===== src/rtl/pci_cfg_target.sv =====
module pci_cfg_target #(
  parameter logic [15:0] VENDOR_ID   = 16'h1A2B,
  parameter logic [15:0] DEVICE_ID   = 16'h3C4D,
  parameter logic [7:0]  REVISION_ID = 8'h01,
  parameter logic [23:0] CLASS_CODE  = 24'h078000,
  parameter int          DWORDS      = 64
) (
  input  logic        clk,
  input  logic        rst_n,
  input  logic        frame_n,
  input  logic        irdy_n,
  input  logic        idsel,
  input  logic [3:0]  cbe_n,
  input  logic [31:0] ad_in,
  output logic [31:0] ad_out,
  output logic        ad_oe,
  output logic        devsel_n,
  output logic        trdy_n,
  output logic        stop_n
);
  localparam int AW = $clog2(DWORDS);
  localparam logic [AW-1:0] LAST = AW'(DWORDS - 1);
  localparam logic [3:0] CMD_RD = 4'hA;
  localparam logic [3:0] CMD_WR = 4'hB;

  typedef enum logic [1:0] {S_IDLE, S_WAIT, S_DATA, S_STOP} st_t;

  st_t           st;
  logic          frame_q;
  logic          is_wr;
  logic [AW-1:0] ptr;
  logic [31:0]   regs [DWORDS];

  wire addr_phase = !frame_n && frame_q;
  wire claim = addr_phase && idsel && (ad_in[1:0] == 2'b00) &&
               ((cbe_n == CMD_RD) || (cbe_n == CMD_WR));
  wire xfer    = (st == S_DATA) && !irdy_n;
  wire at_last = (ptr == LAST);
  wire fixed   = (ptr == AW'(0)) || (ptr == AW'(2));

  always_ff @(posedge clk or negedge rst_n) begin
    if (!rst_n) begin
      st      <= S_IDLE;
      frame_q <= 1'b1;
      is_wr   <= 1'b0;
      ptr     <= '0;
    end else begin
      frame_q <= frame_n;
      case (st)
        S_IDLE: if (claim) begin
          st    <= S_WAIT;
          ptr   <= ad_in[AW+1:2];
          is_wr <= cbe_n[0];
        end
        S_WAIT: st <= S_DATA;
        S_DATA: if (xfer) begin
          ptr <= ptr + AW'(1);
          if (frame_n)      st <= S_IDLE;
          else if (at_last) st <= S_STOP;
        end
        S_STOP: if (frame_n) st <= S_IDLE;
        default: st <= S_IDLE;
      endcase
    end
  end

  always_ff @(posedge clk or negedge rst_n) begin
    if (!rst_n) begin
      for (int i = 0; i < DWORDS; i++) regs[i] <= '0;
    end else if (xfer && is_wr && !fixed) begin
      for (int b = 0; b < 4; b++)
        if (!cbe_n[b]) regs[ptr][8*b +: 8] <= ad_in[8*b +: 8];
    end
  end

  always_comb begin
    if (ptr == AW'(0))      ad_out = {DEVICE_ID, VENDOR_ID};
    else if (ptr == AW'(2)) ad_out = {CLASS_CODE, REVISION_ID};
    else                    ad_out = regs[ptr];
  end

  assign ad_oe    = (st == S_DATA) && !is_wr;
  assign devsel_n = !((st == S_DATA) || (st == S_STOP));
  assign trdy_n   = !(st == S_DATA);
  assign stop_n   = !(((st == S_DATA) && at_last) || (st == S_STOP));
endmodule


===== config.mk =====
export PLATFORM = sky130hd
export DESIGN_NAME = pci_cfg_target
export DESIGN_NICKNAME = d
export VERILOG_FILES = /design/src/rtl/pci_cfg_target.sv
export SDC_FILE = /design/constraint.sdc
export NUM_CORES = 2
export LEC_CHECK = 0
export BUFFER_PORTS_ARGS = -buffer_cell sky130_fd_sc_hd__buf_2
export CORE_ASPECT_RATIO = 1.2
export CORE_MARGIN = 3
export CORE_UTILIZATION = 50
export CTS_CLUSTER_SIZE = 8
export DETAILED_ROUTE_END_ITERATION = 8
export MAX_ROUTING_LAYER = met4
export PLACE_DENSITY = 0.7
export SLEW_MARGIN = 20
export SYNTH_ARGS = -nofsm -noshare
export SYNTH_HDL_FRONTEND = slang
export SYNTH_SLANG_ARGS = --single-unit

===== constraint.sdc =====
create_clock -name clk -period 4.2 [get_ports clk]
set_input_delay 0.21 -clock clk [delete_from_list [all_inputs] [get_ports clk]]
set_output_delay 0.21 -clock clk [all_outputs]
set_load 0.05 [all_outputs]

# --- After elaboration in Yosys (flattened, before gate mapping) ---
# Cells that the tools add are included.
totals:
  word_cells: 144
  reg_bits: 2058
op_classes:
  n_reduce_logical: 28
  eq_ne: 11
  bitwise: 1
  addsub: 1
  mux: 33
  order_cmp: 2
ops:
  columns: ["op", "count"]
  rows:
  - ["$mux W2048", 7]
  - ["$bwmux W2048", 4]
  - ["$demux W32 S6", 4]
  - ["$bmux W32 S6", 1]
  - ["$mux W32", 5]
  - ["$mux W24", 1]
  - ["$mux W16", 1]
  - ["$mux W6", 2]
  - ["$pmux W6 S2", 1]
  - ["$logic_and A1 B1 Y1", 10]
  - ["$mux W2", 5]
  - ["$eq A4 B4 Y1 const B", 2]
  - ["$mux W8", 1]
  - ["$pmux W2 S4", 1]
  - ["$ge A7 B7 Y1 const B", 1]
  - ["$logic_not A1 Y1", 7]
  - ["$lt A7 B1 Y1 const B", 1]
  - ["$not A6 Y7", 1]
  - ["$add A6 B1 Y6 const B", 1]
  - ["$eq A6 B2 Y1 const B", 1]
  - ["$eq A6 B6 Y1 const B", 1]
  - ["$logic_not A6 Y1", 1]
  - ["$ne A2 B2 Y1 const B", 3]
  - ["$eq A2 B2 Y1 const B", 2]
  - ["8 further kinds", 12]

# --- Logic depth before layout (Yosys ltp) ---
depth:
  ltp_word: 16
  mapped_depth: 15
  ltp_nobuf: 7

# --- Least setup slack after synthesis ---
# OpenSTA, ideal clock, no wires.
synth_timing:
  path_kind: "flip-flop to flip-flop"
  startpoint: "reg ptr[1]"
  endpoint: "reg regs[472] (netlist bit)"
  arrival_time_ns: 3.909
  setup_slack_ns: 0.166
  synth_period_minus_slack_ns: 4.034
  path_stages_with_launch: 16
  required_ns: 4.075
  setup_ns: 0.125
  n_path_buf: 8
  cell_sequence: "dfrtp_1 > buf_2 > buf_2 > clkinv_1 > clkbuf_1 > buf_1 > clkbuf_1 > ha_1 > o21a_1 > or4b_1 > clkbuf_1 > or2_1 > buf_4 > buf_4 > nor2_2 > mux2_2"
synth_between:
  elab_chain_cells: 13
synth_rtl:
  columns: ["element", "line_no", "source"]
  rows:
  - ["from (decl)", "31", "logic [AW-1:0] ptr;"]
  - ["from (signal assigned)", "52", "ptr <= ad_in[AW+1:2];"]
  - ["from (signal assigned)", "57", "ptr <= ptr + AW'(1);"]
  - ["$not A6 Y7 (not written as such)", "72", "if (!cbe_n[b]) regs[ptr][8*b +: 8] <= ad_in[8*b +: 8];"]
  - ["$demux W32 S6", "72", null]
  - ["$bwmux W2048", "72", null]
  - ["$mux W2048", "72", null]
  - ["$mux W2048", "70", "end else if (xfer && is_wr && !fixed) begin"]
  - ["$bwmux W2048", "72", null]
  - ["$mux W2048", "72", null]
  - ["$mux W2048", "70", null]
  - ["$bwmux W2048", "72", null]
  - ["$mux W2048", "72", null]
  - ["$mux W2048", "70", null]
  - ["$bwmux W2048", "72", null]
  - ["$mux W2048", "72", null]
  - ["to (signal, indexed assignment)", "72", null]
  - ["to (decl)", "32", "logic [31:0] regs [DWORDS];"]
# Parallel ways exist; a longest one is shown, timed or not. The select of a mux whose other input is x is not followed.
# A chain may end at the register's enable or synchronous reset.

# --- Worst setup path after layout ---
layout_timing:
  startpoint: "reg ptr[4]"
  endpoint: "out ad_out[24]"
layout_between:
  elab_chain_cells: 6
layout_rtl:
  columns: ["element", "line_no", "source"]
  rows:
  - ["$not A6 Y7 (not written as such)", "79", "else ad_out = regs[ptr];"]
  - ["$bmux W32 S6", "79", null]
  - ["$mux W32 (not written as such) (2 in series)", "79", null]
  - ["$mux W32", "78", "else if (ptr == AW'(2)) ad_out = {CLASS_CODE, REVISION_ID};"]
  - ["$mux W32 *", "77", "if (ptr == AW'(0)) ad_out = {DEVICE_ID, VENDOR_ID};"]
  - ["to (decl)", "15", "output logic [31:0] ad_out,"]
# Mark *: on every way between the ends. The rest lies on a longest branch, timed or not. The select of a mux whose other input is x is not followed.

==> flow_summary.toml <==
[global_route]
grt_pass1_wl_mm = 486.9
antenna_found_initial = 30
grt_max_degree = 179
met3_usage_pct = 11.57
met1_usage_pct = 43.03
grt-ovfl-total = 0
gr-usage-met2_pct = 50.47
grt_pass1_vias = 67600
grt_usage_pct = 35.55
busiest_layer = "met2"

[layout]
final_nets = 7138
area_delta_synth_final_pct = 15.73
fin_cells = 9614
design_area_um2 = 109700
drive_above_1_share_pct = 46.82

[cts]
clkLatencyLatePin_ns = 0.98
cts_made_buffers = 308
cts_tree = "done"
clock-root-buffer = "clkbuf_16"
clk_pin_slew_ns = 0.06
htree_levels = 5
clk_path_buf_depth = 4
cts_num_sinks = 2058

[placement]
placed_cells = 9150
place_area_um2 = 99430
port_buffers = 76
hpwl_mm = 207.5
place_ws_ns = 0.1451
routabilityCongestion = 0.9823

[sta]
final.hold.worst_slack_ns = 0.02671
post-route-period-util_pct = 102.9
finalSetupViolations = 25
fin_ws_ns = -0.1227
rsz0062_at_grt = "yes"
slew_violations = 0
max_freq_mhz = 231.3
worst_slew_pin_slew_ns = 1.234
period_minus_slack_ns = 4.323
clock_skew_ns = 0.05822
hold_viol = 0
maxSlewHeadroom_pct = 17.55

[status]
violations = "negative setup slack"
status = "finished with violations"

[worst_setup_path]
critPathCaptureType = "output port"
crit_end = "ad_out[24]"
arrival_ns = 4.11
rr_worst_depth = 8
crit_start = "ptr[4]"
r2r_slack_ns = 0.18
crit_required_ns = 3.99
worst-path-max-fanout = 15
startpoint_type = "flop"
r2r-start = "ptr[1]"
worstReg2RegEnd = "regs[1397]"
critPathKind = "flop to output port"

[route]
vias_per_cell = 6.919
dr.first_iter.drc_count = 8995
drtAntennaViolNets = 0
routed_wl_mm = 339.5
via_count = 66520
drt-wirelength-per-cell_um = 35.32
remaining_drc_errors = 0
drt-pass1-iter-count = 8

[die]
die_w_um = 403.4
core_um2 = 187900
die_y_um = 482.9
rows = 174
initial_core_util_pct = 50.43
fp.dieArea_um2 = 194800
io_pins = 77

[synthesis]
synthesis.nets = 6897
synth.avg_cell_area_um2 = 13.83
synth-seq-cells = 2058
synth_area_um2 = 94750
ys_types = 74
seq_area_frac_synth_pct = 54.35
synth_flop_cell = "dfrtp_1"
synth-edff-count = 0
synthArstFlopShare_pct = 100.0
ys_warn_count = 0
syn_inst = 6853

[pwr]
leakagePower_uw = 0.05233
pwr_density_cell_nw_per_um2 = 552.1
design_power_total_uw = 60550
ir_worst_vdd_mv = 0.9145

[min_path]
min_from = "frame_n"
hold_class = "primary input to flop"

[job]
maxCapViolCount = 0
==> report_power, final <==
group	internal, uW	leakage, uW	switching (uW)	total [uW]
clock	13300	0.00397	8470	21800
combinational	5410	0.0196	13200	18600
sequential	20000	0.0287	138	20100
total	38700	0.0523	21800	60500
==> logic make-up after synthesis <==
| kind of cell | Yosys count | synth area share (%) |
|---|---|---|
| compound gates | 1021 | 7.786 |
| fa+ha+maj | 3 | 0.03962 |
| buf+inv | 573 | 2.394 |
| flops | 2058 | 54.35 |
| mux | 2479 | 31.05 |
| simple gates | 719 | 4.379 |
==> stage by stage <==
stage	TNS, ns	util (%)
2_1_floorplan	0	-
4_1_cts	-0.3683	58.01
3_5_place_dp	0	52.92
3_3_place_gp	-0.1025	52.91
5_1_grt	-0.5380	58.36
6_report	-1.229	58.37
==> sequential cells by signal, summed over array words and instances, names as in the netlist <==
name,count
frame_q,1
is_wr,1
ptr,6
regs,2048
st,2
==> worst min-delay path by stage <==
stage                      to  slack [ns]  cells after the start
CTS                     st[1]       0.002                      3
floorplan               is_wr       -0.09                      0
finish                  st[1]        0.03                      3
detailed placement  regs[403]        0.15                      1
global route            st[1]        0.03                      3
global placement    regs[403]        0.15                      1
==> timing repair <==
| item | CTS | global route |
|---|---|---|
| resized for setup | 127 | 72 |
| hold buffers | 18 | 1 |
| endpoints found under the hold margin | 1625 | 23 |
| setup endpoints to repair | 32 | 32 |
| buffers inserted | 38 | 23 |
| gates cloned | 15 | 4 |
| pin swaps | 14 | 21 |
==> layout make-up <==
cell class,count,area [um2]
clock inverters,8,148.9
fillers,14490,78230
diodes,31,77.57
inverters,7,36.28
repair buffers,492,5044
flip-flops and latches,2058,51510
multi-input cells,4227,41820
well taps,2464,3083
clock buffers,327,7938
==> layer usage <==
layer  share of wire (%)  routed length, um
met1                  37             124300
met2                  44             148100
met3                  12              39200
met4                 8.2              27960
met5                   0                  0
==> synth_stat cells (all sizes together), types with 18 or more instances <==
| cell type | number | area, um2 |
|---|---|---|
| nor3 | 62 | 645.6 |
| a221o | 23 | 230.2 |
| a22o | 37 | 324.1 |
| a21oi | 118 | 590.6 |
| a22oi | 265 | 1989 |
| a221oi | 168 | 1471 |
| clkbuf | 399 | 1498 |
| nor2 | 282 | 1734 |
| o221ai | 23 | 201.4 |
| o21ai | 113 | 565.5 |
| a31oi | 44 | 275.3 |
| a211oi | 18 | 135.1 |
| dfrtp | 2057 | 51470 |
| o22ai | 105 | 656.9 |
| mux2 | 2139 | 24090 |
| mux2i | 186 | 1862 |
| buf | 167 | 744.5 |
| mux4 | 154 | 3468 |
| nand2 | 255 | 957.2 |
| o2bb2ai | 25 | 219.0 |
==> cells in the final DEF, fill, tap and decap left out, drive strengths merged, types with 8 or more instances in the layout <==
cell type / instances
a221o: 23
o21a: 8
buf: 463
nand2: 255
nor3b: 10
nor2b: 10
a22o: 37
a2111oi: 9
a211oi: 18
inv: 10
and2: 13
or4: 8
a31oi: 44
o2bb2ai: 25
nand3: 11
and3: 13
mux2: 2139
nor3: 62
nand3b: 13
o21ai: 113
nor2: 282
nor4: 11
dfrtp: 2057
dlygate4sd3: 18
o22a: 10
a21oi: 118
a22oi: 265
diode: 31
o221ai: 23
mux4: 154
o22ai: 105
clkbuf: 331
mux2i: 186
a221oi: 168
==> critical path: stages, from the launching register on <==
cell,delay (ns)
dfrtp_1,0.47
buf_4,0.24
buf_4,0.19
and3b_1,0.30
buf_4,0.38
a22oi_1,0.14
o21ai_0,0.39
a21oi_1,0.16
a31oi_1,0.47
buf_2,0.36
No activity file was read; power rests on OpenSTA's default activity.
